## src/rtl/rx_payload_csum.sv

```systemverilog
module rx_payload_csum #(
  parameter int HDR_BYTES  = 14,
  parameter int TAIL_BYTES = 4,
  parameter int CNT_W      = 16
) (
  input  logic        clk,
  input  logic        rst_n,
  input  logic        in_valid,
  input  logic        in_first,
  input  logic        in_last,
  input  logic [7:0]  in_data,
  output logic        sum_valid,
  output logic [15:0] sum_value,
  output logic        sum_short
);

  localparam int MIN_LEN = HDR_BYTES + TAIL_BYTES;
  localparam logic [CNT_W-1:0] MIN_CNT  = CNT_W'(MIN_LEN);
  localparam logic [CNT_W-1:0] LAST_MIN = CNT_W'(MIN_LEN - 1);

  function automatic logic [15:0] add_fold(input logic [15:0] a, input logic [15:0] b);
    logic [16:0] s;
    s = {1'b0, a} + {1'b0, b};
    return s[15:0] + {15'd0, s[16]};
  endfunction

  logic [CNT_W-1:0] cnt;
  logic [7:0]       dly [TAIL_BYTES];
  logic [15:0]      acc;
  logic [7:0]       lo_byte;
  logic             lo_pend;

  logic [CNT_W-1:0] cnt_eff;
  logic [15:0]      acc_base, acc_nx, fin_sum;
  logic             pend_base, pend_nx, take, short_nx;
  logic [7:0]       lo_nx, exit_b;

  assign cnt_eff   = in_first ? '0 : cnt;
  assign acc_base  = in_first ? 16'd0 : acc;
  assign pend_base = in_first ? 1'b0 : lo_pend;
  assign exit_b    = dly[TAIL_BYTES-1];
  assign take      = cnt_eff >= MIN_CNT;
  assign short_nx  = cnt_eff < LAST_MIN;

  always_comb begin
    acc_nx  = acc_base;
    pend_nx = pend_base;
    lo_nx   = lo_byte;
    if (take) begin
      if (pend_base) begin
        acc_nx  = add_fold(acc_base, {exit_b, lo_byte});
        pend_nx = 1'b0;
      end else begin
        lo_nx   = exit_b;
        pend_nx = 1'b1;
      end
    end
  end

  assign fin_sum = pend_nx ? add_fold(acc_nx, {8'h00, lo_nx}) : acc_nx;

  always_ff @(posedge clk or negedge rst_n) begin
    if (!rst_n) dly[0] <= '0;
    else if (in_valid) dly[0] <= in_data;
  end

  for (genvar i = 1; i < TAIL_BYTES; i++) begin : g_dly
    always_ff @(posedge clk or negedge rst_n) begin
      if (!rst_n) dly[i] <= '0;
      else if (in_valid) dly[i] <= dly[i-1];
    end
  end

  always_ff @(posedge clk or negedge rst_n) begin
    if (!rst_n) begin
      cnt     <= '0;
      acc     <= '0;
      lo_byte <= '0;
      lo_pend <= 1'b0;
    end else if (in_valid) begin
      lo_byte <= lo_nx;
      if (in_last) begin
        cnt     <= '0;
        acc     <= '0;
        lo_pend <= 1'b0;
      end else begin
        cnt     <= (&cnt_eff) ? cnt_eff : cnt_eff + 1'b1;
        acc     <= acc_nx;
        lo_pend <= pend_nx;
      end
    end
  end

  always_ff @(posedge clk or negedge rst_n) begin
    if (!rst_n) begin
      sum_valid <= 1'b0;
      sum_value <= '0;
      sum_short <= 1'b0;
    end else begin
      sum_valid <= in_valid && in_last;
      if (in_valid && in_last) begin
        sum_short <= short_nx;
        sum_value <= short_nx ? 16'd0 : fin_sum;
      end
    end
  end

endmodule

```

## config.mk

```make
export PLATFORM = sky130hd
export DESIGN_NAME = rx_payload_csum
export DESIGN_NICKNAME = d
export VERILOG_FILES = /design/src/rtl/rx_payload_csum.sv
export SDC_FILE = /design/constraint.sdc
export NUM_CORES = 1
export LEC_CHECK = 0
export BUFFER_PORTS_ARGS = -buffer_cell sky130_fd_sc_hd__buf_2
export CAP_MARGIN = 20
export CORE_MARGIN = 2
export CORE_UTILIZATION = 67
export DETAILED_ROUTE_END_ITERATION = 10
export GPL_TIMING_DRIVEN = 1
export HOLD_SLACK_MARGIN = 0.05
export PLACE_DENSITY = 0.86
export SETUP_SLACK_MARGIN = 0.1
export SLEW_MARGIN = 30
export SYNTH_ARGS = -nofsm -noshare
export SYNTH_HDL_FRONTEND = slang
export SYNTH_SLANG_ARGS = --single-unit
```

## constraint.sdc

```tcl
create_clock -name clk -period 15.1 [get_ports clk]
set_input_delay 1.51 -clock clk [delete_from_list [all_inputs] [get_ports clk]]
set_output_delay 1.51 -clock clk [all_outputs]
set_load 0.005 [all_outputs]
```

Word-level counts from Yosys, hierarchy flattened
Cells that the tools add are included.

word-level totals
  register bits after elaboration = 91
  output and inout bits = 18

cells by class
  $add $sub $neg = 5
  $lt $le $gt $ge = 2
  muxes and demuxes = 15
  reduce and logical (&&, ||, !) cells = 2

operator list
  operator                 count
  $mux W16                 9
  $add A16 B1 Y16          2
  $add A16 B16 Y17         1
  $add A16 B8 Y17          1
  $add A16 B1 Y16 const B  1
  $ge A16 B5 Y1 const B    1
  $lt A16 B5 Y1 const B    1
  $mux W8                  2
  $reduce_and A16 Y1       1
  $mux W1                  4
  $logic_and A1 B1 Y1      1

Longest topological paths before layout
Gate-level depths: netlist (run 1).

  depth in word-level cells = 9
  depth in mapped cells = 43
  mapped depth without buffers = 40

Worst setup path before layout (run 1)
Ideal clock, no wire load.

  path kind = input port to flip-flop
  from = input in_first
  to = register sum_value[12]
  setup time = 121 ps
  data arrival time = 8731 ps
  data required time = 14979 ps
  slack = 6248 ps
  stages on the path = 41
  path buffers = 4
  cell sequence = buf_2 buf_1 buf_1 nor2b_1 ha_1 buf_2 a21o_1 a211o_1 or4b_4 a311oi_1 o21bai_1 a21oi_1 o21bai_1 a21o_1 ha_1 ha_1 nand3b_1 nor2_1 [... 5 more ...] o21bai_1 a21oi_1 o21bai_1 a21oi_1 inv_1 nand4_1 nor2_1 o31ai_1 nor3_1 ha_1 ha_1 nand4_1 nor2_1 nand3_1 or4b_4 a21oi_2 xnor2_1 a22o_1

on the way
  word-level cells in the longest chain between the ends = 9
  elaborated cells on any way between the ends = 17
  classes of those cells = add/sub (4); order compare (2); mux (11)

RTL lines
  what                  line  RTL
  from (decl)           9     input logic in_first,
  $mux W16              39    assign acc_base = in_first ? 16'd0 : acc;
  $add A16 B16 Y17      23    s = {1'b0, a} + {1'b0, b};
  $add A16 B1 Y16       24    return s[15:0] + {15'd0, s[16]};
  $mux W16              50    if (pend_base) begin
  $mux W16              49    if (take) begin
  $add A16 B8 Y17       23
  $add A16 B1 Y16       24
  $mux W16              60    assign fin_sum = pend_nx ? add_fold(acc_nx, {8'h00, lo_nx}) : acc_nx;
  $mux W16 (*)          103   sum_value <= short_nx ? 16'd0 : fin_sum;
  to (signal assigned)  103
  to (decl)             13    output logic [15:0] sum_value,

Every way passes the cells marked *; elsewhere a longest branch is shown, timed or not.
A chain may end at the register's enable or synchronous reset.

Final worst setup path (run 1)
  from = input in_first
  to = register sum_value[14]

The elaborated chain is that of the path after synthesis.

==> results of run 1 <==
## critical path, delay by kind of cell
kind                     cells  cell delay (ns)
AO/OA/AOI/OAI               17             3.00
AND/OR/NAND/NOR             10             2.46
adder cells (fa/ha/maj)      6             1.64
buffers and inverters        3             0.74
XOR/XNOR                     1             0.17
## flip-flops by register name (all words and copies together), names as in the netlist
name,flops
dly,24
exit_b,8
sum_short,1
sum_valid,1
lo_pend,1
cnt,16
lo_byte,8
acc,16
sum_value,16
## worst max path at each step
stage / from / cells past startpoint / to
floorplan: in_first / 41 / sum_value[12]$_DFFE_PN0P_
global placement: in_first / 37 / sum_value[12]$_DFFE_PN0P_
detailed placement: in_first / 37 / sum_value[14]$_DFFE_PN0P_
CTS: in_first / 37 / sum_value[14]$_DFFE_PN0P_
global route: in_first / 37 / sum_value[14]$_DFFE_PN0P_
finish: in_first / 37 / sum_value[14]$_DFFE_PN0P_
## where the power goes
group | internal, uW | switching (uW) | total, uW
Sequential | 259 | 16.2 | 276
Clock | 65.9 | 103 | 169
Combinational | 36.9 | 50.2 | 87.1
Total | 362 | 169 | 531
## stage by stage
step / cell area [sq um] / setup WS [ns] / util (%) / power, uW / hold WS [ns]
2_1_floorplan: 6460 / 6.25 / - / 337 / 0.449
3_3_place_gp: 6680 / 5.87 / 72.0 / 360 / 0.464
3_5_place_dp: 6680 / 5.55 / 72.0 / 366 / 0.468
4_1_cts: 6880 / 5.90 / 74.1 / 532 / 0.493
5_1_grt: 6880 / 5.14 / 74.1 / 553 / 0.508
6_report: 6880 / 5.81 / 74.1 / 531 / 0.492
## cells in the mapped netlist, types with 6 or more instances
cell type	n	share of area (%)
dfrtp_1	91	35
nand2_1	58	3.4
nor2_1	47	2.7
mux2_2	46	8.0
a21oi_1	37	2.9
xnor2_1	32	4.3
o21ai_0	31	2.4
ha_1	30	5.8
inv_1	27	1.6
nor2b_1	25	2.4
clkbuf_1	22	1.3
nand3_1	22	1.7
nor3_1	22	1.7
a22o_1	20	2.7
o2bb2ai_1	16	2.2
nand4_1	12	1.2
xor2_1	10	1.4
mux2i_1	8	1.2
and3_1	7	0.68
buf_2	7	0.54
a211o_1	6	0.81
nand2b_1	6	0.58
o21bai_1	6	0.70
o31ai_1	6	0.70
## logic make-up (layout without fill, tap and decap cells)
kind of cell / after synthesis / count (layout)
AND/OR/NAND/NOR: 237 / 237
AO/OA/AOI/OAI: 173 / 173
flip-flops: 91 / 91
buffers and inverters: 61 / 78
multiplexers: 55 / 55
XOR/XNOR: 44 / 44
adder cells (fa/ha/maj): 31 / 31
## routing by layer
| layer | up-vias | share of wire (%) | routed length, um | track usage [%] |
|---|---|---|---|---|
| met3 | 35 | 5.4 | 844 | 5.13 |
| li1 | 2556 | - | - | - |
| met4 | 0 | 3.2 | 501 | 13.0 |
| met1 | 2596 | 42 | 6580 | 41.3 |
| met2 | 192 | 49 | 7750 | 53.5 |
| met5 | - | 0 | 0 | 0 |
## cell type report
type / count / area (sq um)
fill: 701 / 2400
inverter: 27 / 101
multi-input combinational: 540 / 3950
clock buffer: 9 / 124
timing repair buffer: 35 / 190
clock inverter: 7 / 76.3
tap: 129 / 161
sequential: 91 / 2280
==> run summary, run 1 <==
Status -> finished, final reports clean
Synth warn -> 0
Post-CTS Setup Inserts -> 0
Fin Setup TNS -> 0 ns
Final Hold Fails -> 0
Drc violations -> 0
R2R setup slack -> 7.09 ns
CP max stage delay -> 0.55 ns
Clock transition at path regs -> 0.11 ns
Global-route wire length before repair -> 25900 um
Starting Density -> 69.6%
Cts bufs inserted -> 9
Core Box Area -> 9280 sq um
GRT Total Usage -> 31.8%
Clk_lat worst skew -> 0.37 ns
Placed cells -> 822
RSZ-0062 raised after global routing -> false
Worst Skew -> 0.0105 ns
H-tree depth -> 3
Top cell by count, worst path -> ha_1
Die Width -> 102 um
Hold endpoint -> acc[0]$_DFFE_PN0P_
Leak pwr -> 0.00301 uW
Distinct cells, synth -> 78
Most frequent cells in the layout -> dfrtp_1, nand2_1, nor2_1
Routed Antenna Nets -> 0
Worst reg2reg startpoint -> acc[5]$_DFFE_PN0P_
Crit. End Element -> flip-flop
Mapped cell area -> 6460 sq um
Mapped Avg Cell Area -> 9.34 sq um
Nets -> 748
Max frequency -> 0.108 GHz
Worst hold start -> acc[0]$_DFFE_PN0P_
Slew @ Worst Pin -> 0.973 ns
Longest Clk Path Bufs -> 2
Antenna diode count -> 0
Largest family of logic cells by synthesized area -> compound AO/OA/AOI/OAI gates
Asr flop ratio synth -> 100%
# setup viols final -> 0
Worst Hold Class -> reg2reg
IO Count -> 31
Initial antenna violation count -> 0
Wirelength per Cell -> 18.7 um
Total number of vias -> 5379
Final Max Tran Viols -> 0
Syn Inst Count -> 692
Post-synth EDFFs -> 0
Share of layout cells above drive strength 1 -> 17.6%
Power density cells -> 77.2 nW/um^2
Hpwl dp -> 11600 um
Pin count of the biggest net entering global routing -> 56
Top_reg_cell synth -> dfrtp_1
Slowest cell on crit path -> or4b_4
Compound-Gate Fraction of Synth Area -> 19.6%
Vert. Die Dim -> 102 um
Worst slew margin -> 34.9%
Syn nets -> 736
Post-Route WL -> 15700 um
Flops & latches, synth -> 91
Synth Area in Adders -> 6.12%
Most common cell after layout, fill and taps aside -> dfrtp_1
Crit Reg-Reg Endpoint -> sum_value[14]$_DFFE_PN0P_
Vias in the first global route -> 5188
CP Max Fanout -> 34
Synth Area in XOR/XNOR -> 6.29%
Crit path kind -> in2reg
Simple-Gate Fraction of Synth Area -> 19.5%
Tcrit/Tclk final -> 61.5%
Crit path DAT -> 9.53 ns
Die Area -> 10400 sq um
CTS tree -> built
Hold buffer count at CTS -> 0
Syn-to-layout area delta -> 6.51%
Tmin final -> 9.29 ns
Register-to-Register Path Depth -> 36
Mux cell area share after synthesis -> 9.60%
GRT overflow -> 0
Sequential share of the synthesized area -> 35.2%
Final GP Congestion -> 0.945
Worst IR Drop VDD -> 0.0000684 V
Hold Path Depth -> 1
Max Cap Viol -> 0
Vias/cell -> 6.42
Critical Path Start Type -> primary input
PostCTS Resize Cnt -> 0
WP data required -> 15.35 ns
IO Port Bufs -> 30
CTS Sinks -> 91
Layout Cells excl Fill -> 838
Root buf cell -> clkbuf_8
Row count -> 35
Drt first-iter violations -> 354
DR pass1 iterations -> 5
Power figures use the tool's default switching activity.
==> run 2, diff against run 1 <==
- CORE_UTILIZATION: 67 -> 63
- PLACE_DENSITY: 0.86 -> 0.81
- clock period: 15.1 -> 9.75 ns (I/O delays scaled with it)
==> run 2 against run 1 <==
Die area increased by 6.1%. Non-clock buffer count decreased by 1. Setup slack got worse by 4.8 ns. First-iteration DRC count decreased by 6.5%. Clock power increased by 53%. Combinational power increased by 54%. Clock skew increased by 0.011 ns. Clock-buffer cell count unchanged. Global-route usage decreased by 2.8 points. Core utilization decreased by 4.3 points. Critical endpoint is now sum_value[12]$_DFFE_PN0P_. Largest power group unchanged.
==> run summary, run 2 (synthesis results as in run 1) <==
CTS tree -> built
IO Count -> 31 (unchanged)
GRT Total Usage -> 29.0% (-2.8 points)
GRT overflow -> 0 (unchanged)
Crit path kind -> in2reg
Power density cells -> 119 nW/um^2 (+54%)
Initial antenna violation count -> 0 (unchanged)
Worst IR Drop VDD -> 0.000111 V (+62%)
Hold WS -> 0.487 ns (-0.00503 ns)
Total number of vias -> 5390 (+0.20%)
Crit path DAT -> 9.01 ns (-0.52 ns)
Final Util -> 69.9% (-4.3 points)
Hold buffer count at CTS -> 0 (unchanged)
Die Width -> 105 um (+3.0%)
CTS Sinks -> 91 (unchanged)
Leak pwr -> 0.00302 uW (+0.29%)
Worst Skew -> 0.0212 ns (+0.0107 ns)
Die Area -> 11100 sq um (+6.1%)
DR pass1 iterations -> 7 (+2)
Most common cell after layout, fill and taps aside -> dfrtp_1
Syn-to-layout area delta -> 6.62%
Crit path buffers/inverters -> 3 (unchanged)
Critical Path Start Type -> primary input
Antenna diode count -> 0 (unchanged)
Global-route wire length before repair -> 25900 um (about the same)
Tcrit/Tclk final -> 89.7%
H-tree depth -> 3 (unchanged)
Final Hold Fails -> 0 (unchanged)
Clk_lat worst skew -> 0.38 ns (about the same)
Layout Cells excl Fill -> 841 (+0.36%)
# setup viols final -> 0 (unchanged)
CP Max Fanout -> 34 (unchanged)
Largest register FFs -> 24 (unchanged)
Drc violations -> 0 (unchanged)
Nets -> 747 (-0.13%)
RSZ-0062 raised after global routing -> false
Max frequency -> 0.114 GHz
Clock transition at path regs -> 0.10 ns (about the same)
Pin count of the biggest net entering global routing -> 60 (+7.1%)
Share of layout cells above drive strength 1 -> 17.8% (+0.17 points)
Status -> finished, final reports clean
PostCTS Resize Cnt -> 0 (unchanged)
Busiest grt layer -> met2
WP data required -> 10.01 ns (-5.34 ns)
Final Power -> 817 uW (+54%)
Vias/cell -> 6.41 (-0.15%)
Crit. End Element -> flip-flop
IO Port Bufs -> 30 (unchanged)
Vert. Die Dim -> 105 um (+3.0%)
Row count -> 36 (+2.9%)
Core Box Area -> 9860 sq um (+6.3%)
Fin Setup TNS -> 0 ns (unchanged)
Drt first-iter violations -> 331 (-6.5%)
Global-route met3 utilization -> 5.19% (+0.065 points)
Cts bufs inserted -> 9 (unchanged)
Root buf cell -> clkbuf_8
Slew @ Worst Pin -> 0.934 ns (-0.0385 ns)
Tmin final -> 8.75 ns
Wirelength per Cell -> 18.5 um (-1.2%)
Worst slew margin -> 37.5% (+2.6 points)
Hpwl dp -> 11300 um (-2.1%)
Final GP Congestion -> 0.936 (-0.96%)
Most frequent cells in the layout -> dfrtp_1, nand2_1, nor2_1
Cell family with most CP delay -> compound AO/OA/AOI/OAI gates
Post-Route WL -> 15500 um (-0.84%)
Most flops, register -> dly
GR Util met1 -> 36.7% (-4.5 points)
Vias in the first global route -> 5235 (+0.91%)
Post-CTS Setup Inserts -> 0 (unchanged)
CP max stage delay -> 0.55 ns (about the same)
Placed cells -> 825 (+0.36%)
Top cell by count, worst path -> ha_1
Slowest cell on crit path -> or4b_4
Final Max Tran Viols -> 0 (unchanged)
Worst Hold Class -> reg2reg
Max Cap Viol -> 0 (unchanged)
Routed Antenna Nets -> 0 (unchanged)
Routing usage on met2 -> 48.4% (-5.1 points)
Longest Clk Path Bufs -> 2 (unchanged)
Starting Density -> 65.5% (-4.1 points)
[run 2: cell count changes in the layout (fill, tap and decap cells not counted)]
cell / change
inv_2: +1
clkinv_1: -1
o41ai_2: +1
buf_2: -1
o41ai_1: -1
[run 2: path summary, 6_finish.rpt]
path | startpoint | depth (start not counted) | slack [ns] | to
max | in_first | 37 | 1.00 | sum_value[12]$_DFFE_PN0P_
min | acc[7]$_DFFE_PN0P_ | 1 | 0.49 | acc[7]$_DFFE_PN0P_
max reg2reg | acc[5]$_DFFE_PN0P_ | 36 | 1.77 | sum_value[12]$_DFFE_PN0P_
min reg2reg | acc[7]$_DFFE_PN0P_ | 1 | 0.49 | acc[7]$_DFFE_PN0P_
max in group asynchronous | rst_n | 2 | 8.11 | acc[11]$_DFFE_PN0P_
min in group asynchronous | rst_n | 1 | 0.51 | sum_value[10]$_DFFE_PN0P_
[run 2: layer usage]
metal / share of wire, % / up-vias / wire, um
met5: 0 / - / 0
met4: 3.4 / 0 / 524
met3: 5.0 / 41 / 774
met2: 49 / 168 / 7580
met1: 43 / 2633 / 6670
li1: - / 2548 / -
[run 2: layout make-up]
type                       count  area, sq um
clock buffer                   9          124
clock inverter                 7         76.3
fill                         741         2970
inverter                      27          101
multi-input combinational    540         3960
sequential                    91         2280
tap                          133          166
timing repair buffer          34          185
[run 2: stage by stage]
step                      cell area [sq um]  worst slack [ns]
after floorplan                        6460              1.43
after global placement                 6680              1.12
after detailed placement               6680             0.834
after CTS                              6880              1.11
after global routing                   6890             0.338
final                                  6890              1.00
[run 2: report_power, final]
| group | internal [uW] | switching [uW] |
|---|---|---|
| clock network | 102 | 156 |
| logic | 56.8 | 76.7 |
| registers | 402 | 24.4 |
==> run 3, diff against run 2 <==
- ABC_AREA: default -> 1
- CORE_UTILIZATION: 63 -> 57
- PLACE_DENSITY: 0.81 -> 0.75
==> run 3 against run 2 <==
Flip-flop and latch count is the same. Sequential power down 1%. Highest routed layer unchanged. Final cell count grew 31%. Global-route usage decreased by 3.1 points. Sequential share of layout area down 1.0 points. Synthesized area grew 0.85%. Critical endpoint is now sum_value[14]$_DFFE_PN0P_. Core utilization shrank 6.7 points. Setup slack better by 0.98 ns.
==> run summary, run 3 <==
CP Max Fanout -> 36 (+5.9%)
Worst IR Drop VDD -> 0.000135 V (+22%)
CTS tree -> built
Mapped Avg Cell Area -> 7.01 sq um (-25%)
DR top layer -> met4
Vias/cell -> 5.36 (-16%)
Mux cell area share after synthesis -> 0% (-9.6 points)
Switching Fraction -> 30.3% (-1.1 points)
Largest register FFs -> 24 (unchanged)
Cts bufs inserted -> 9 (unchanged)
Final Max Tran Viols -> 0 (unchanged)
# setup viols final -> 0 (unchanged)
P_sw -> 297 uW (+16%)
Die Area -> 12300 sq um (+11%)
CP max stage delay -> 0.57 ns (+0.02 ns)
Drc violations -> 0 (unchanged)
PostCTS Resize Cnt -> 0 (unchanged)
Synth Area in XOR/XNOR -> 2.15% (-4.1 points)
Mapped cell area -> 6520 sq um (+0.85%)
Synth area leaders -> dfrtp_1, nand2_1, inv_1
Yosys top cell area share -> 34.9% (-0.30 points)
Longest Clk Path Bufs -> 2 (unchanged)
Area of the multi-input gates -> 3550 sq um (-10%)
Critical Path Start Type -> primary input
Met3 wire len -> 458 um (-41%)
Hpwl dp -> 11100 um (-1.7%)
Leading area contributor after synthesis -> dfrtp_1
Most flops, register -> dly
WP depth -> 51 (+38%)
Wirelength per Cell -> 13.7 um (-26%)
Pre-CTS worst setup slack -> 1.67 ns (+0.836 ns)
Post-CTS Setup Inserts -> 0 (unchanged)
Nets -> 994 (+33%)
RSZ-0062 raised after global routing -> false
DR pass1 iterations -> 5 (-2)
Vert. Die Dim -> 111 um (+5.4%)
Leak pwr -> 0.00355 uW (+18%)
Syn-to-layout area delta -> 9.14%
Worst Skew -> 0.0106 ns (-0.0105 ns)
Antenna diode count -> 0 (unchanged)
GRT overflow -> 0 (unchanged)
Final worst slack -> 1.98 ns (+0.979 ns)
Top_reg_cell synth -> dfrtp_1
Initial antenna violation count -> 0 (unchanged)
Crit path DAT -> 8.01 ns (-1.00 ns)
Status -> finished, final reports clean
Clock transition at path regs -> 0.08 ns (-0.02 ns)
Starting Density -> 57.8% (-7.7 points)
Core Box Area -> 11300 sq um (+14%)
Power density cells -> 138 nW/um^2 (+16%)
Row count -> 39 (+8.3%)
Clock power frac -> 40.4% (+8.9 points)
Top cell by count, worst path -> nor2_1
Pint -> 685 uW (+22%)
Distinct cells, synth -> 43 (-45%)
Total number of vias -> 5890 (+9.3%)
Slew @ Worst Pin -> 0.765 ns (-0.170 ns)
Crit path kind -> in2reg
Top-count cell post-synth -> nand2_1
Pin count of the biggest net entering global routing -> 81 (+35%)
Fin Setup TNS -> 0 ns (unchanged)
FF/Latch Area -> 2280 sq um (unchanged)
R2R setup slack -> 2.87 ns (+1.10 ns)
Clk_lat worst skew -> 0.36 ns (-0.02 ns)
Vias in the first global route -> 5684 (+8.6%)
Synth Area in Adders -> 6.07% (-0.052 points)
Combinational share of power -> 16.7% (+0.4 points)
Post-Route WL -> 15100 um (-2.9%)
Tcrit/Tclk final -> 79.7% (-10 points)
Hold buffer count at CTS -> 0 (unchanged)
Largest family of logic cells by synthesized area -> simple AND/OR/NAND/NOR gates
Post-synth EDFFs -> 0 (unchanged)
Register-to-Register Path Depth -> 51 (+42%)
WP data required -> 9.99 ns (-0.02 ns)
WL met2 -> 7240 um (-4.4%)
H-tree depth -> 3 (unchanged)
Synth top cells by count -> nand2_1, inv_1, dfrtp_1
Flops & latches, synth -> 91 (unchanged)
Final GP Congestion -> 0.960 (+2.5%)
Root buf cell -> clkbuf_16
Routed Antenna Nets -> 0 (unchanged)
Share of layout cells above drive strength 1 -> 12.8% (-5.0 points)
Crit path buffers/inverters -> 8 (+5)
Syn nets -> 974 (+32%)
Worst reg2reg startpoint -> acc[3]$_DFFE_PN0P_
Die Width -> 111 um (+5.4%)
Worst slew margin -> 49.0% (+12 points)
Global-route wire length before repair -> 26100 um (+0.74%)
Asr flop ratio synth -> 100% (unchanged)
Sequential share of the synthesized area -> 34.9% (-0.30 points)
WL met1 -> 7050 um (+5.7%)
Crit Reg-Reg Endpoint -> sum_value[14]$_DFFE_PN0P_
Max frequency -> 0.129 GHz (+13%)
GRT Total Usage -> 25.9% (-3.1 points)
Tmin final -> 7.77 ns (-0.979 ns)
Final Hold Fails -> 0 (unchanged)
Cell family with most CP delay -> simple AND/OR/NAND/NOR gates
CTS Sinks -> 91 (unchanged)
Most common cell after layout, fill and taps aside -> nand2_1
Final Util -> 63.1% (-6.7 points)
Worst Hold Class -> in2async
Compound-Gate Fraction of Synth Area -> 13.6% (-6.0 points)
Simple-Gate Fraction of Synth Area -> 32.7% (+13 points)
Drt first-iter violations -> 348 (+5.1%)
Syn Inst Count -> 930 (+34%)
IO Port Bufs -> 30 (unchanged)
IO Count -> 31 (unchanged)
Max Cap Viol -> 0 (unchanged)
Sequential Power Share -> 42.9% (-9.2 points)
Fill cells -> 1051 (+42%)
Crit. End Element -> flip-flop
Synth warn -> 0 (unchanged)
Most frequent cells in the layout -> nand2_1, inv_1, dfrtp_1
Slowest cell on crit path -> buf_2
[run 3: cell count changes in the layout (fill, tap and decap cells not counted), sizes merged, moves of 13 or more]
cell and change:
nor2 +50, o2bb2ai -16, mux2 -46, nand2 +198, xnor2 -30, o22ai +25, nor3 -13, a22o -20
nor2b -25, inv +118, o21ai +53, nand3 +37
[run 3: worst register-to-register path, delay by kind of cell, from the launching register on]
kind	cells	cell delay, ns
compound gates	8	1.51
xor+xnor	1	0.15
fa+ha+maj	6	1.52
buf+inv	8	0.50
flops	1	0.36
simple gates	28	2.71
[run 3: cell type report]
class / instances / share of cell area (%)
well taps: 143 / 2.52
flip-flops and latches: 91 / 32.0
multi-input cells: 663 / 49.9
clock inverters: 7 / 1.55
repair buffers: 36 / 2.83
inverters: 149 / 8.00
clock buffers: 9 / 3.17
[run 3: through the flow]
step / hold slack, ns / std cells / power [uW] / cell area (sq um)
6_report: 0.448 / 1098 / 982 / 7110
4_1_cts: 0.455 / 1098 / 987 / 7110
2_1_floorplan: 0.442 / 930 / 547 / 6520
5_1_grt: 0.462 / 1098 / 1030 / 7110
3_3_place_gp: 0.453 / 1082 / 588 / 6770
3_5_place_dp: 0.459 / 1082 / 591 / 6780
[run 3: power by group through the flow]
stage / registers (uW) / logic (uW) / clock network [uW]
6_report: 421 / 164 / 396
5_1_grt: 423 / 190 / 416
4_1_cts: 421 / 165 / 402
3_5_place_dp: 428 / 163 / 0
3_3_place_gp: 427 / 161 / 0
2_1_floorplan: 420 / 127 / 0
[run 3: metal layers]
| metal | GRT usage [%] | vias to the layer above |
|---|---|---|
| li1 | - | 3051 |
| met5 | 0 | - |
| met4 | 9.25 | 0 |
| met2 | 43.5 | 108 |
| met3 | 4.10 | 25 |
| met1 | 34.2 | 2706 |
[run 3: worst max path at each step]
stage                        start                   endpoint  slack (ns)
after detailed placement  in_first  sum_value[14]$_DFFE_PN0P_        1.67
after floorplan           in_first  sum_value[14]$_DFFE_PN0P_        2.39
after global placement    in_first  sum_value[14]$_DFFE_PN0P_        1.93
after global routing      in_first  sum_value[14]$_DFFE_PN0P_        0.98
after CTS                 in_first  sum_value[14]$_DFFE_PN0P_        2.02
final                     in_first  sum_value[14]$_DFFE_PN0P_        1.98
[run 3: cells by family (layout without fill, tap and decap cells)]
group	Yosys count	in the layout
compound gates	160	160
buf+inv	176	201
fa+ha+maj	31	31
flops	91	91
simple gates	456	456
xor+xnor	16	16
